==> config.mk <==
export PLATFORM = sky130hd
export DESIGN_NAME = dev_status_reg
export DESIGN_NICKNAME = d
export VERILOG_FILES = /design/src/rtl/dsr_pkg.sv /design/src/rtl/dsr_event_gate.sv /design/src/rtl/dsr_sticky_bit.sv /design/src/rtl/dsr_snapshot.sv /design/src/rtl/dev_status_reg.sv
export SDC_FILE = /design/constraint.sdc
export NUM_CORES = 1
export LEC_CHECK = 0
export CORE_AREA = 2 2 39 41
export CTS_BUF_LIST = sky130_fd_sc_hd__clkbuf_4
export DETAILED_ROUTE_END_ITERATION = 7
export DIE_AREA = 0 0 41 43
export HOLD_SLACK_MARGIN = 0.1
export PLACE_DENSITY = 0.75
export SYNTH_ARGS = -nofsm -noshare
export SYNTH_HDL_FRONTEND = slang
export SYNTH_SLANG_ARGS = --single-unit
==> constraint.sdc <==
create_clock -name clk -period 1.55 [get_ports clk]
set_clock_uncertainty 0.1 [all_clocks]
set_input_delay 0.2325 -clock clk [delete_from_list [all_inputs] [get_ports clk]]
set_output_delay 0.2325 -clock clk [all_outputs]
set_load 0.05 [all_outputs]
==> src/rtl/dsr_pkg.sv <==
// Shared constants for the device status register.
// Assumes an 8-bit register; the bit positions are decoded by host software.
package dsr_pkg;
    localparam int REG_W   = 8;
    localparam int B_FAC   = 7;
    localparam int B_USR   = 6;
    localparam int B_INTEG = 5;
    localparam int B_BUSY  = 4;
    localparam int B_TEMP  = 2;
    localparam logic [REG_W-1:0] STICKY_MASK =
        REG_W'((1 << B_FAC) | (1 << B_USR) | (1 << B_INTEG) | (1 << B_TEMP));
endpackage

==> src/rtl/dsr_event_gate.sv <==
// Maps the monitor event pulses onto register bit positions.
// The integrity event is qualified by the end-of-initialisation level.
// Assumes the events are single-cycle pulses from synchronous monitors.
module dsr_event_gate
    import dsr_pkg::*;
#(
    parameter int W = REG_W
) (
    input  logic         init_done,
    input  logic         ev_factory_nv,
    input  logic         ev_user_nv,
    input  logic         ev_integrity,
    input  logic         ev_temp,
    output logic [W-1:0] set_vec
);
    // Build the per-bit set request vector
    always_comb begin
        set_vec          = '0;
        set_vec[B_FAC]   = ev_factory_nv;
        set_vec[B_USR]   = ev_user_nv;
        set_vec[B_INTEG] = ev_integrity & init_done;
        set_vec[B_TEMP]  = ev_temp;
    end
endmodule

==> src/rtl/dsr_sticky_bit.sv <==
// One sticky flag: set by a request, held until a clear, set has priority.
// Assumes set and clr are synchronous to clk.
module dsr_sticky_bit (
    input  logic clk,
    input  logic rst_n,
    input  logic set,
    input  logic clr,
    output logic q
);
    // Latch the flag; a simultaneous set overrides the clear
    always_ff @(posedge clk) begin
        if (!rst_n)   q <= 1'b0;
        else if (set) q <= 1'b1;
        else if (clr) q <= 1'b0;
    end

    // a set request is never lost to a clear
    a_r7_set_wins: assert property (@(posedge clk) disable iff (!rst_n)
        set |=> q);
    // the flag holds while nothing clears it
    a_r2_holds: assert property (@(posedge clk) disable iff (!rst_n)
        (q && !clr) |=> q);
endmodule

==> src/rtl/dsr_snapshot.sv <==
// Holds the status value placed into an outgoing frame.
// Assumes capture is pulsed once per frame, before the frame's sent strobe.
module dsr_snapshot #(
    parameter int W = 8
) (
    input  logic         clk,
    input  logic         rst_n,
    input  logic         capture,
    input  logic [W-1:0] din,
    output logic [W-1:0] dout
);
    // Load the snapshot on capture, hold otherwise
    always_ff @(posedge clk) begin
        if (!rst_n)       dout <= '0;
        else if (capture) dout <= din;
    end

    // the snapshot equals the register value at the capture edge
    a_r8_capture: assert property (@(posedge clk) disable iff (!rst_n)
        capture |=> dout == $past(din));
endmodule

==> src/rtl/dev_status_reg.sv <==
// Device status register: sticky fault flags with read and frame clears,
// plus a live write-in-progress bit. Unused positions read 0.
// Assumes frame_sent refers to the latest frame_capture snapshot.
module dev_status_reg
    import dsr_pkg::*;
(
    input  logic             clk,
    input  logic             rst_n,
    input  logic             init_done,
    input  logic             ev_factory_nv,
    input  logic             ev_user_nv,
    input  logic             ev_integrity,
    input  logic             ev_temp,
    input  logic             nv_write_busy,
    input  logic             rd_strobe,
    input  logic             frame_capture,
    input  logic             frame_sent,
    output logic [REG_W-1:0] status,
    output logic [REG_W-1:0] frame_status
);
    logic [REG_W-1:0] set_vec;
    logic [REG_W-1:0] stat_q;

    dsr_event_gate #(.W(REG_W)) u_gate (
        .init_done     (init_done),
        .ev_factory_nv (ev_factory_nv),
        .ev_user_nv    (ev_user_nv),
        .ev_integrity  (ev_integrity),
        .ev_temp       (ev_temp),
        .set_vec       (set_vec)
    );

    dsr_snapshot #(.W(REG_W)) u_snap (
        .clk     (clk),
        .rst_n   (rst_n),
        .capture (frame_capture),
        .din     (stat_q),
        .dout    (frame_status)
    );

    for (genvar i = 0; i < REG_W; i++) begin : g_bit
        if (STICKY_MASK[i]) begin : g_sticky
            logic clr_i;
            // Clear on host read, or on a frame that reported this bit
            assign clr_i = rd_strobe | (frame_sent & frame_status[i]);
            dsr_sticky_bit u_flag (
                .clk   (clk),
                .rst_n (rst_n),
                .set   (set_vec[i]),
                .clr   (clr_i),
                .q     (stat_q[i])
            );
        end else if (i == B_BUSY) begin : g_busy
            // Register the live write-in-progress level
            always_ff @(posedge clk) begin
                if (!rst_n) stat_q[i] <= 1'b0;
                else        stat_q[i] <= nv_write_busy;
            end
        end else begin : g_rsvd
            assign stat_q[i] = 1'b0;
        end
    end

    assign status = stat_q;

    // the busy bit tracks the level regardless of clears
    a_r5_busy_follows: assert property (@(posedge clk) disable iff (!rst_n)
        1'b1 |=> status[B_BUSY] == $past(nv_write_busy));
    // no integrity flag appears while initialisation is open
    a_r3_integ_gated: assert property (@(posedge clk) disable iff (!rst_n)
        (!init_done && !status[B_INTEG]) |=> !status[B_INTEG]);
    // a read with no new events empties all sticky flags
    a_r6_read_clears: assert property (@(posedge clk) disable iff (!rst_n)
        (rd_strobe && !ev_factory_nv && !ev_user_nv && !ev_integrity && !ev_temp)
        |=> (status & STICKY_MASK) == '0);
    // a frame clear never sets a bit and keeps unreported bits
    a_r9_frame_scope: assert property (@(posedge clk) disable iff (!rst_n)
        (frame_sent && !rd_strobe) |=>
        ((($past(status) & ~$past(frame_status)) & STICKY_MASK) & ~status) == '0);
endmodule

# Yosys cells after proc, flatten, opt, wreduce, memory -nomap -nowiden
# Cells that the tools add are included.
classes:
  n_mux: 8
  bitwise_logic: 9
  reduce_logical: 4
ops:
  columns: ["op", "count"]
  rows:
  - ["1-bit two-way mux", 8]
  - ["2-bit nonzero test", 4]
  - ["1-bit AND", 5]
  - ["1-bit OR", 4]
totals:
  regBits: 10
  input_bits: 11
  out_inout_bits: 16

# Logic depth before layout (Yosys ltp)
depth:
  word_depth: 4
  ltp_mapped: 3
  mapped_depth_nobuf: 3

# Cells and area by module
# A second synthesis with hierarchy kept.
hier_totals:
  hier_cells: 56
  area_unflattened_um2: 611.8
modules_own_cells:
  columns: ["module", "n_inst", "cells_each", "area_each_um2", "seq_area_each_um2"]
  rows:
  - ["dsr_snapshot", 1, 25, 301.5, 160.2]
  - ["dsr_sticky_bit", 4, 3, 41.3, 20.0]
  - ["dev_status_reg", 1, 10, 82.6, 20.0]
  - ["dsr_event_gate", 1, 9, 62.6, 0.0]

# Least setup slack after synthesis
# Ideal clock, no wire load.
synth_path:
  path_type: "reg2reg"
  start: "reg u_snap.dout[2]"
  end: "reg, netlist name g_bit[2].g_sticky.u_flag.q"
  arrival_ps: 937
  required_time_ps: 1335
  slack_ps: 398
  path_stages_with_launch: 3
  path_buffers: 0
  period_less_slack_ps: 1152
  path_cell_list: "dfxtp_1 -> a211oi_1 -> o21a_1"
synth_between:
  elab_chain_cells: 3
synth_rtl:
  columns: ["item", "line_no", "source"]
  rows:
  - ["start, declared", "dsr_snapshot.sv:10", "output logic [W-1:0] dout"]
  - ["start signal, assigned", "dsr_snapshot.sv:15", "else if (capture) dout <= din;"]
  - ["1-bit AND", "dev_status_reg.sv:45", "assign clr_i = rd_strobe | (frame_sent & frame_status[i]);"]
  - ["1-bit OR", "dev_status_reg.sv:45", null]
  - ["2-bit nonzero test (no line)", null, null]
# No other way between the ends.
# A chain may end at the register's enable or synchronous reset.

# Worst setup path after layout
layout_path:
  start: "reg u_snap.dout[7]"
  end: "out frame_status[7]"
layout_rtl:
  columns: ["item", "line_no", "source"]
  rows:
  - ["end, declared", "dev_status_reg.sv:19", "output logic [REG_W-1:0] frame_status"]
# No word-level cell between the ends.

==> metrics <==
Setup WS post-layout=~0.38 ns; Max-Cap Viols=0; FF-to-FF End=g_bit[6].g_sticky.u_flag.q; Buf+Inv Stages, Crit Path=1; post-DR vias/cell=approximately 4.4; drt first-iter violations=2; CTS Buf Count=3; reg2reg path depth=3; crit share post-route=0.753; Fin Hold WS=about 0.42 ns; HP Start=init_done; layout cell share with drive strength beyond 1=0.203; Layout Utilization=0.532; PwrDens=889 nW/um2; Detailed Route WL=799 um; hold-critical path depth=3; clock net sink count=10; Slew Limit Fails=0; result of the run=complete, no violations; cell count after synthesis=47; post-CTS setup buffers=0; Die ar.=~1800 um2; Total GRT Usage=0.107; vias in the first global route=289; post-synthesis sequential area ratio=0.434; Post-layout nets=76; largest net degree at the start of global routing=11; crit path DAT=around 0.84 ns; area of the mapped netlist=462 um2; Leak=~0.31 nW; Routed Antenna Nets=0; diodes inserted=0; Placed Area=around 710 um2; FF-to-FF setup slack=roughly 0.63 ns; worst-path cell chain=buf_12; die height=roughly 43 um; RSZ-0062 raised after global routing=false; final non-filler cell total=80; crit path max fanout=3; YS warnings=0; H-tree depth=1; Clock Latency Late Sink=0.27 ns; Hold Path End=g_bit[5].g_sticky.u_flag.q; num ports=27; std cell rows=14; final design area excluding fillers=~740 um2; Setup TNS=0 ns; GRT overflow=0; Routability Congestion=between 0.6 and 0.7; flops & latches, synth=10; CP Launch Type=flop; Tightest Hold Check Type=input pin to flop; Crit path max-delay family=flip-flops; count of endpoints failing setup in the final report=0; Slowest-stage cell, CP=dfxtp_1; Cell variety after synth=14; DR vias=between 300 and 400; Peak Freq=approximately 860 MHz; Syn Area/Cell=a little under 10 um2; area grow syn2layout=59.3%; per-cell routed wire length=~10 um; total power=between 600 and 700 uW; DR pass1 iterations=3; CTS Buffer Depth=2; antenna violations before repair=0; Period minus WS final=1.17 ns; DRC Markers=0; setup slack at placement=0.155 ns; Root Buffer=clkbuf_4; Core ar.=between 1000 and 1500 um2; Initial Util=0.334; die width=roughly 40 um; Setup CP Type=flop to output port; post-cts hold buffer count=0; Worst Path Required=1.22 ns; final hold vios=0; first-pass GRT wire length=1180 um; Peak VDD IR=~0.38 mV; CP max stage delay=0.41 ns; worst reg2reg startpoint=g_bit[6].g_sticky.u_flag.q; Critical Path Sink Type=output port; PortBufs=20; post-cts resize count=0; CTS tree=done; Worst-path clk slew=~0.070 ns; post-placement cell count=76
## power breakdown
group | internal, mW | switching (mW)
Sequential | 0.271 | 0.0170
Clock | 0.0927 | 0.0863
Combinational | 0.0859 | 0.102
Total | 0.449 | 0.205
## synthesized netlist by cell type
| cell | instances | area share |
|---|---|---|
| buf_4 | 10 | 0.16 |
| conb_1 | 1 | 0.0081 |
| clkbuf_2 | 1 | 0.011 |
| and2_1 | 1 | 0.014 |
| dfxtp_1 | 10 | 0.43 |
| a211oi_1 | 3 | 0.049 |
| buf_6 | 1 | 0.024 |
| mux2i_1 | 5 | 0.11 |
| nand3b_1 | 1 | 0.016 |
| nor2b_1 | 5 | 0.068 |
| o21a_1 | 3 | 0.049 |
| nand2_1 | 2 | 0.016 |
| inv_1 | 3 | 0.024 |
| a21boi_0 | 1 | 0.016 |
## layout make-up
cell class	instances	area, um2
inverters	3	11.3
clock buffers	3	22.5
fillers	123	648
flip-flops and latches	10	200
well taps	16	20.0
repair buffers	20	300
multi-input cells	27	178
clock inverters	1	3.75
## worst reg2reg max path, delay by kind of cell (launching register included)
kind	cells	cell delay [ns]
buffers and inverters	1	0.06
AOI/OAI and AO/OA	2	0.31
DFF	1	0.40
## cells in the final DEF, fill, tap and decap left out, drive strengths merged
master	netlist	final
a211oi	3	3
a21boi	1	1
and2	1	1
buf	11	10
clkbuf	1	3
clkdlybuf4s50	0	10
clkinv	0	1
conb	1	6
dfxtp	10	10
inv	3	3
mux2i	5	5
nand2	2	2
nand3b	1	1
nor2b	5	5
o21a	3	3
## logic make-up (layout without fill, tap and decap cells)
logic type | after synthesis | count (layout) | share of synthesized area
flops | 10 | 10 | 0.434
buf+inv | 15 | 27 | 0.222
compound gates | 7 | 7 | 0.114
mux | 5 | 5 | 0.108
other cells | 1 | 6 | 0.00812
simple gates | 9 | 9 | 0.114
## worst max path at each step
stage	from	endpoint	slack, ns	cells after the start
floorplan	u_snap.dout[2]	g_bit[2].g_sticky.u_flag.q	0.40	2
CTS	u_snap.dout[7]	frame_status[7]	0.37	1
global route	g_bit[2].g_sticky.u_flag.q	status[2]	0.37	1
global placement	frame_capture	u_snap.dout[6]	0.17	3
finish	u_snap.dout[7]	frame_status[7]	0.38	1
detailed placement	frame_capture	u_snap.dout[5]	0.15	3
## sequential cells by signal, summed over array words and instances, names as in the netlist
register and count:
u_snap.dout 5, status 1, g_bit.g_sticky.u_flag.q 4
## metal layers
layer  track usage  share of wire  vias to the layer above
met2         0.125           0.43                       15
met5             0              0                        -
li1              -              -                      174
met1         0.136           0.43                      155
met4         0.120          0.048                        0
met3        0.0314          0.088                        4
(Power assumes the default switching activity.)
